--- config.mk ---
export PLATFORM = sky130hd
export DESIGN_NAME = dual_dptr
export DESIGN_NICKNAME = d
export VERILOG_FILES = /design/src/rtl/dptr_pkg.sv /design/src/rtl/dptr_decode.sv /design/src/rtl/dptr_reg.sv /design/src/rtl/dptr_select.sv /design/src/rtl/dual_dptr.sv
export SDC_FILE = /design/constraint.sdc
export NUM_CORES = 1
export LEC_CHECK = 0
export BUFFER_PORTS_ARGS = -buffer_cell sky130_fd_sc_hd__buf_2
export CORE_MARGIN = 1
export CORE_UTILIZATION = 60
export CTS_CLUSTER_DIAMETER = 200
export CTS_CLUSTER_SIZE = 10
export DETAILED_ROUTE_END_ITERATION = 8
export PLACE_DENSITY = 0.95
export SYNTH_ARGS = -nofsm -noshare
export SYNTH_HDL_FRONTEND = slang
export SYNTH_SLANG_ARGS = --single-unit
--- constraint.sdc ---
create_clock -name clk -period 5.6 [get_ports clk]
set_clock_uncertainty 0.05 [all_clocks]
set_input_delay 1.68 -clock clk [delete_from_list [all_inputs] [get_ports clk]]
set_output_delay 1.68 -clock clk [all_outputs]
set_load 0.005 [all_outputs]
--- src/rtl/dptr_pkg.sv ---
// Package: shared sizes and address layout for the dual data pointer.
// Assumes an 8-bit SFR data bus and pointers of two bytes each.
package dptr_pkg;
    localparam int SFR_DW   = 8;
    localparam int SFR_AW   = 8;
    localparam int PTR_BYTES = 2;
    localparam logic [SFR_AW-1:0] DEF_BASE = 8'h82;
endpackage

--- src/rtl/dptr_decode.sv ---
// Module: dptr_decode
// Decodes an SFR address into per-pointer low/high byte hits and a select hit.
// Assumes pointer i occupies BASE+2i (low) and BASE+2i+1 (high); select follows.
module dptr_decode #(
    parameter int                       NUM_PTR = 2,
    parameter int                       AW      = dptr_pkg::SFR_AW,
    parameter logic [AW-1:0]            BASE    = dptr_pkg::DEF_BASE
) (
    input  logic [AW-1:0]      addr,
    output logic [NUM_PTR-1:0] lo_hit,
    output logic [NUM_PTR-1:0] hi_hit,
    output logic               sel_hit
);
    localparam logic [AW-1:0] SEL_ADDR = BASE + AW'(2 * NUM_PTR);

    for (genvar i = 0; i < NUM_PTR; i++) begin : g_dec
        localparam logic [AW-1:0] LO_ADDR = BASE + AW'(2 * i);
        localparam logic [AW-1:0] HI_ADDR = BASE + AW'(2 * i + 1);
        // Compare the address with this pointer's two byte locations.
        assign lo_hit[i] = (addr == LO_ADDR);
        assign hi_hit[i] = (addr == HI_ADDR);
    end

    // Compare the address with the select register location.
    assign sel_hit = (addr == SEL_ADDR);
endmodule

--- src/rtl/dptr_reg.sv ---
// Module: dptr_reg
// One pointer register with byte writes, whole-word load and increment.
// Assumes a byte write outranks load, and load outranks increment.
module dptr_reg #(
    parameter int BW = dptr_pkg::SFR_DW
) (
    input  logic          clk,
    input  logic          rst_n,
    input  logic          wr_lo,
    input  logic          wr_hi,
    input  logic [BW-1:0] wdata,
    input  logic          op_inc,
    input  logic          op_load,
    input  logic [2*BW-1:0] load_val,
    output logic [2*BW-1:0] value
);
    localparam int PW = 2 * BW;

    logic [PW-1:0] q;

    // Update the pointer by priority: SFR byte write, then load, then increment.
    always_ff @(posedge clk) begin
        if (!rst_n) begin
            q <= '0;
        end else if (wr_lo || wr_hi) begin
            if (wr_lo) q[BW-1:0]    <= wdata;
            if (wr_hi) q[PW-1:BW]   <= wdata;
        end else if (op_load) begin
            q <= load_val;
        end else if (op_inc) begin
            q <= q + PW'(1);
        end
    end

    assign value = q;
endmodule

--- src/rtl/dptr_select.sv ---
// Module: dptr_select
// Select register that keeps only its low SW bits of any written byte.
// Assumes the write strobe is already qualified by the address decode.
module dptr_select #(
    parameter int SW = 1,
    parameter int BW = dptr_pkg::SFR_DW
) (
    input  logic          clk,
    input  logic          rst_n,
    input  logic          wr,
    input  logic [BW-1:0] wdata,
    output logic [SW-1:0] sel
);
    // Capture the low select bits on a write; the rest of the byte is dropped.
    always_ff @(posedge clk) begin
        if (!rst_n)  sel <= '0;
        else if (wr) sel <= wdata[SW-1:0];
    end
endmodule

--- src/rtl/dual_dptr.sv ---
// Module: dual_dptr
// Two data pointers behind one select register on an SFR bus; the chosen
// pointer drives mem_addr and receives core increment/load operations.
// Assumes decoded single-cycle strobes and combinational read data.
module dual_dptr #(
    parameter int                          NUM_PTR = 2,
    parameter int                          BW      = dptr_pkg::SFR_DW,
    parameter int                          AW      = dptr_pkg::SFR_AW,
    parameter logic [AW-1:0]               BASE    = dptr_pkg::DEF_BASE
) (
    input  logic                 clk,
    input  logic                 rst_n,
    input  logic [AW-1:0]        sfr_addr,
    input  logic                 sfr_wr,
    input  logic [BW-1:0]        sfr_wdata,
    input  logic                 sfr_rd,
    output logic [BW-1:0]        sfr_rdata,
    input  logic                 ptr_inc,
    input  logic                 ptr_load,
    input  logic [2*BW-1:0]      ptr_load_val,
    output logic [2*BW-1:0]      mem_addr,
    output logic                 sel_out
);
    localparam int PW = dptr_pkg::PTR_BYTES * BW;
    localparam int SW = (NUM_PTR > 1) ? $clog2(NUM_PTR) : 1;

    logic [NUM_PTR-1:0] lo_hit, hi_hit;
    logic               sel_hit;
    logic [SW-1:0]      sel_q;
    logic [PW-1:0]      ptr_q [NUM_PTR];

    dptr_decode #(.NUM_PTR(NUM_PTR), .AW(AW), .BASE(BASE)) u_dec (
        .addr    (sfr_addr),
        .lo_hit  (lo_hit),
        .hi_hit  (hi_hit),
        .sel_hit (sel_hit)
    );

    dptr_select #(.SW(SW), .BW(BW)) u_sel (
        .clk   (clk),
        .rst_n (rst_n),
        .wr    (sfr_wr && sel_hit),
        .wdata (sfr_wdata),
        .sel   (sel_q)
    );

    for (genvar i = 0; i < NUM_PTR; i++) begin : g_ptr
        logic active;
        // Route core operations only to the pointer the select bits name.
        assign active = (sel_q == SW'(i));
        dptr_reg #(.BW(BW)) u_reg (
            .clk      (clk),
            .rst_n    (rst_n),
            .wr_lo    (sfr_wr && lo_hit[i]),
            .wr_hi    (sfr_wr && hi_hit[i]),
            .wdata    (sfr_wdata),
            .op_inc   (ptr_inc && active),
            .op_load  (ptr_load && active),
            .load_val (ptr_load_val),
            .value    (ptr_q[i])
        );
    end

    // Return the addressed byte during a read strobe, else zero.
    always_comb begin
        sfr_rdata = '0;
        if (sfr_rd) begin
            for (int i = 0; i < NUM_PTR; i++) begin
                if (lo_hit[i]) sfr_rdata = ptr_q[i][BW-1:0];
                if (hi_hit[i]) sfr_rdata = ptr_q[i][PW-1:BW];
            end
            if (sel_hit) sfr_rdata = BW'(sel_q);
        end
    end

    assign mem_addr = ptr_q[sel_q];
    assign sel_out  = sel_q[0];
endmodule

==> impl_metrics.yaml <==
run_status:
  outcome: "completed"
layout:
  fillers: 416
  final_common_cell: "buf_2"
  layout-drive-gt1-share_pct: 20.6
  syn2layout_area_growth_pct: 12.3
  fin_nets: 519
  layout.cells.most_common_list: "62 x buf_2, 48 x nand2_1, 45 x o21ai_0, 45 x a21oi_1, 43 x nor2_1"
  register_area_um2: 661
  multiInputGateArea_um2: 2190
  antenna_cells: 0
clock_network:
  cts_buffers: 5
  cts_setup_buffers: 0
  cts_hold_buf: 0
  clock_path_buffers: 2
  ctsResizeCount: 0
  cts_tree: "yes"
  h-tree-depth: 2
  clk_pin_slew_ns: 0.07
  clk_latency_ns: 0.30
  cts-root-buf: "clkbuf_8"
  cts_sinks: 33
synthesis:
  synth_edf_count: 0
  ys_ff_latch: 33
  ys.flop_type: "dfxtp_1"
  synth_nets: 477
  synth.distinct_cells: 64
  yosys_warnings: 0
  ys_seq_area_share_pct: 21.9
  syn_avg_cell_area_um2: 6.91
  syn_area_um2: 3020
  syn_inst: 437
  ys_async_sr_fraction_pct: 0
die:
  num_rows: 25
  die_h_um: 73.0
  core_area_um2: 4790
  pin_count: 63
  die_w_um: 73.0
  start_util_pct: 63.1
  dieArea_um2: 5320
pwr:
  power_leakage_nw: 1.28
  clkPwrFrac_pct: 35.2
  switching_share_pct: 32.8
  ir_drop_uv: 150
  combPwrFrac_pct: 19.7
  powerDensity_nw_per_um2: 172
  seqPwrFrac_pct: 45.1
  power.internal_uw: 392
  finalPower_uw: 583
  p_switching_uw: 191
sta:
  setup_tns_ns: 0
  drv_slew: 0
  grt_setup_unrepaired: "false"
  fin_crit_sh_pct: 90.6
  worstMarginPinSlew_ns: 1.03
  hold_ws_ns: 0.510
  timing.fmax_mhz: 197
  period_needed_ns: 5.08
  slew_headroom_pct: 31.0
  setup_viol: 0
  hold_violations: 0
setup_path:
  worst_ep_required_time_ns: 3.87
  cp.arrival_ns: 3.35
  criticalPathCategory: "in2out"
  end_kind: "output pin"
  path_max_fanout: 8
  critPathLaunchType: "input pin"
route:
  m1WireLength_um: 4360
  wl_met2_um: 4830
  routed-wl-met3_um: 1380
  finalWirelength_um: 11300
  first_pass_iters: 6
  dr.max_layer_used: "met4"
  viasPerCell: 6.99
  drt-wirelength-per-cell_um: 20.6
  first_iter_violations: 420
  drc: 0
  vias: 3826
  ant_nets: 0
placement:
  hpwlAfterDp_um: 8100
  globalplace.congestion: 1.03
  portBuffers: 62
flow_run:
  drv_cap: 0
min_path:
  hp-class: "reg2reg"
grt:
  grt_pass1_wl_um: 17300
  grt_max_degree: 34
  grt_pass1_vias: 3347
  grt_overflow_total: 0
  antenna_found_initial: 0
  grt.total_usage_pct: 43.6
per-stage QoR:
step	cell area (µm²)	instances	setup slack (ns)	util (%)
finish	3390	547	0.524	70.9
global route	3390	547	0.333	70.9
CTS	3390	547	0.594	70.9
detailed placement	3300	539	0.608	68.9
global placement	3300	539	0.617	68.9
floorplan	3020	437	0.845	-
layout make-up:
cell class	count	area share [%]
clock buffer	6	2.43
clock inverter	2	0.405
inverter	8	0.885
multi-input combinational	366	64.5
sequential	33	19.5
tap	67	2.47
timing repair buffer	65	9.80
worst paths after layout:
kind | depth (start not counted) | from | slack (ns) | to
worst max register to register | 6 | u_sel.sel | 3.10 | g_ptr[0].u_reg.value[14]
worst min-delay path | 2 | g_ptr[0].u_reg.value[14] | 0.51 | g_ptr[0].u_reg.value[14]
worst max-delay path | 8 | sfr_addr[3] | 0.52 | sfr_rdata[5]
worst min register to register | 2 | g_ptr[0].u_reg.value[14] | 0.51 | g_ptr[0].u_reg.value[14]
worst max-delay path, cell delays in order:
cell	delay (ns)
buf_2	0.11
nor4_1	0.41
nand2_1	0.27
nor3b_1	0.25
buf_4	0.18
a21oi_1	0.07
nor3_1	0.22
buf_2	0.15
registers in the layout (all words and copies together) (netlist names):
name / count
u_sel.sel: 1
g_ptr.u_reg.value: 32
logic make-up (layout without fill, tap and decap cells):
| kind of cell | Yosys count | count (layout) | synth area share, % |
|---|---|---|---|
| AOI/OAI and AO/OA | 144 | 144 | 29.3 |
| xor gates and xnor gates | 20 | 20 | 5.80 |
| adders and majority gates | 2 | 2 | 0.828 |
| buffers and inverters | 38 | 81 | 5.63 |
| DFF | 33 | 33 | 21.9 |
| muxes | 17 | 17 | 6.34 |
| and+or+nand+nor | 183 | 183 | 30.3 |
Yosys cell counts (all sizes together), types with 2 or more instances:
cell type	count	area share [%]
clkbuf	20	2.5
nand3	16	2.7
or2	3	0.62
a22oi	2	0.50
nand3b	2	0.50
mux2i	3	0.99
o211ai	8	2.0
a311oi	2	0.58
or4b	2	0.79
nor2b	8	1.7
nand2b	5	1.3
nor4	9	1.9
o221a	6	2.2
nor3	23	3.8
nand4	8	1.7
mux2	14	5.3
xnor2	11	3.2
o21ai	48	8.1
a21o	3	0.75
buf	10	2.1
ha	2	0.83
a211oi	6	1.5
xor2	9	2.6
nor2	44	5.5
inv	8	0.99
o22ai	3	0.62
or3	2	0.41
o32ai	2	0.58
nor4b	2	0.58
nand2	48	6.0
dfxtp	33	22
a31oi	5	1.0
a21oi	45	7.5
and2	3	0.62
nor3b	3	0.75
o21a	3	0.75
power by group through the flow:
| stage | clock network (mW) | logic, mW | registers, mW |
|---|---|---|---|
| after detailed placement | 0 | 0.110 | 0.268 |
| after CTS | 0.202 | 0.111 | 0.262 |
| final | 0.205 | 0.115 | 0.263 |
| after global placement | 0 | 0.108 | 0.268 |
| after floorplan | 0 | 0.0682 | 0.259 |
| after global routing | 0.210 | 0.122 | 0.264 |
metal layers:
layer	vias up	global-route usage, %
li1	1690	-
met1	1742	55.9
met2	336	66.5
met3	58	9.53
met4	0	27.0
met5	-	0
Power figures use the tool's default switching activity.
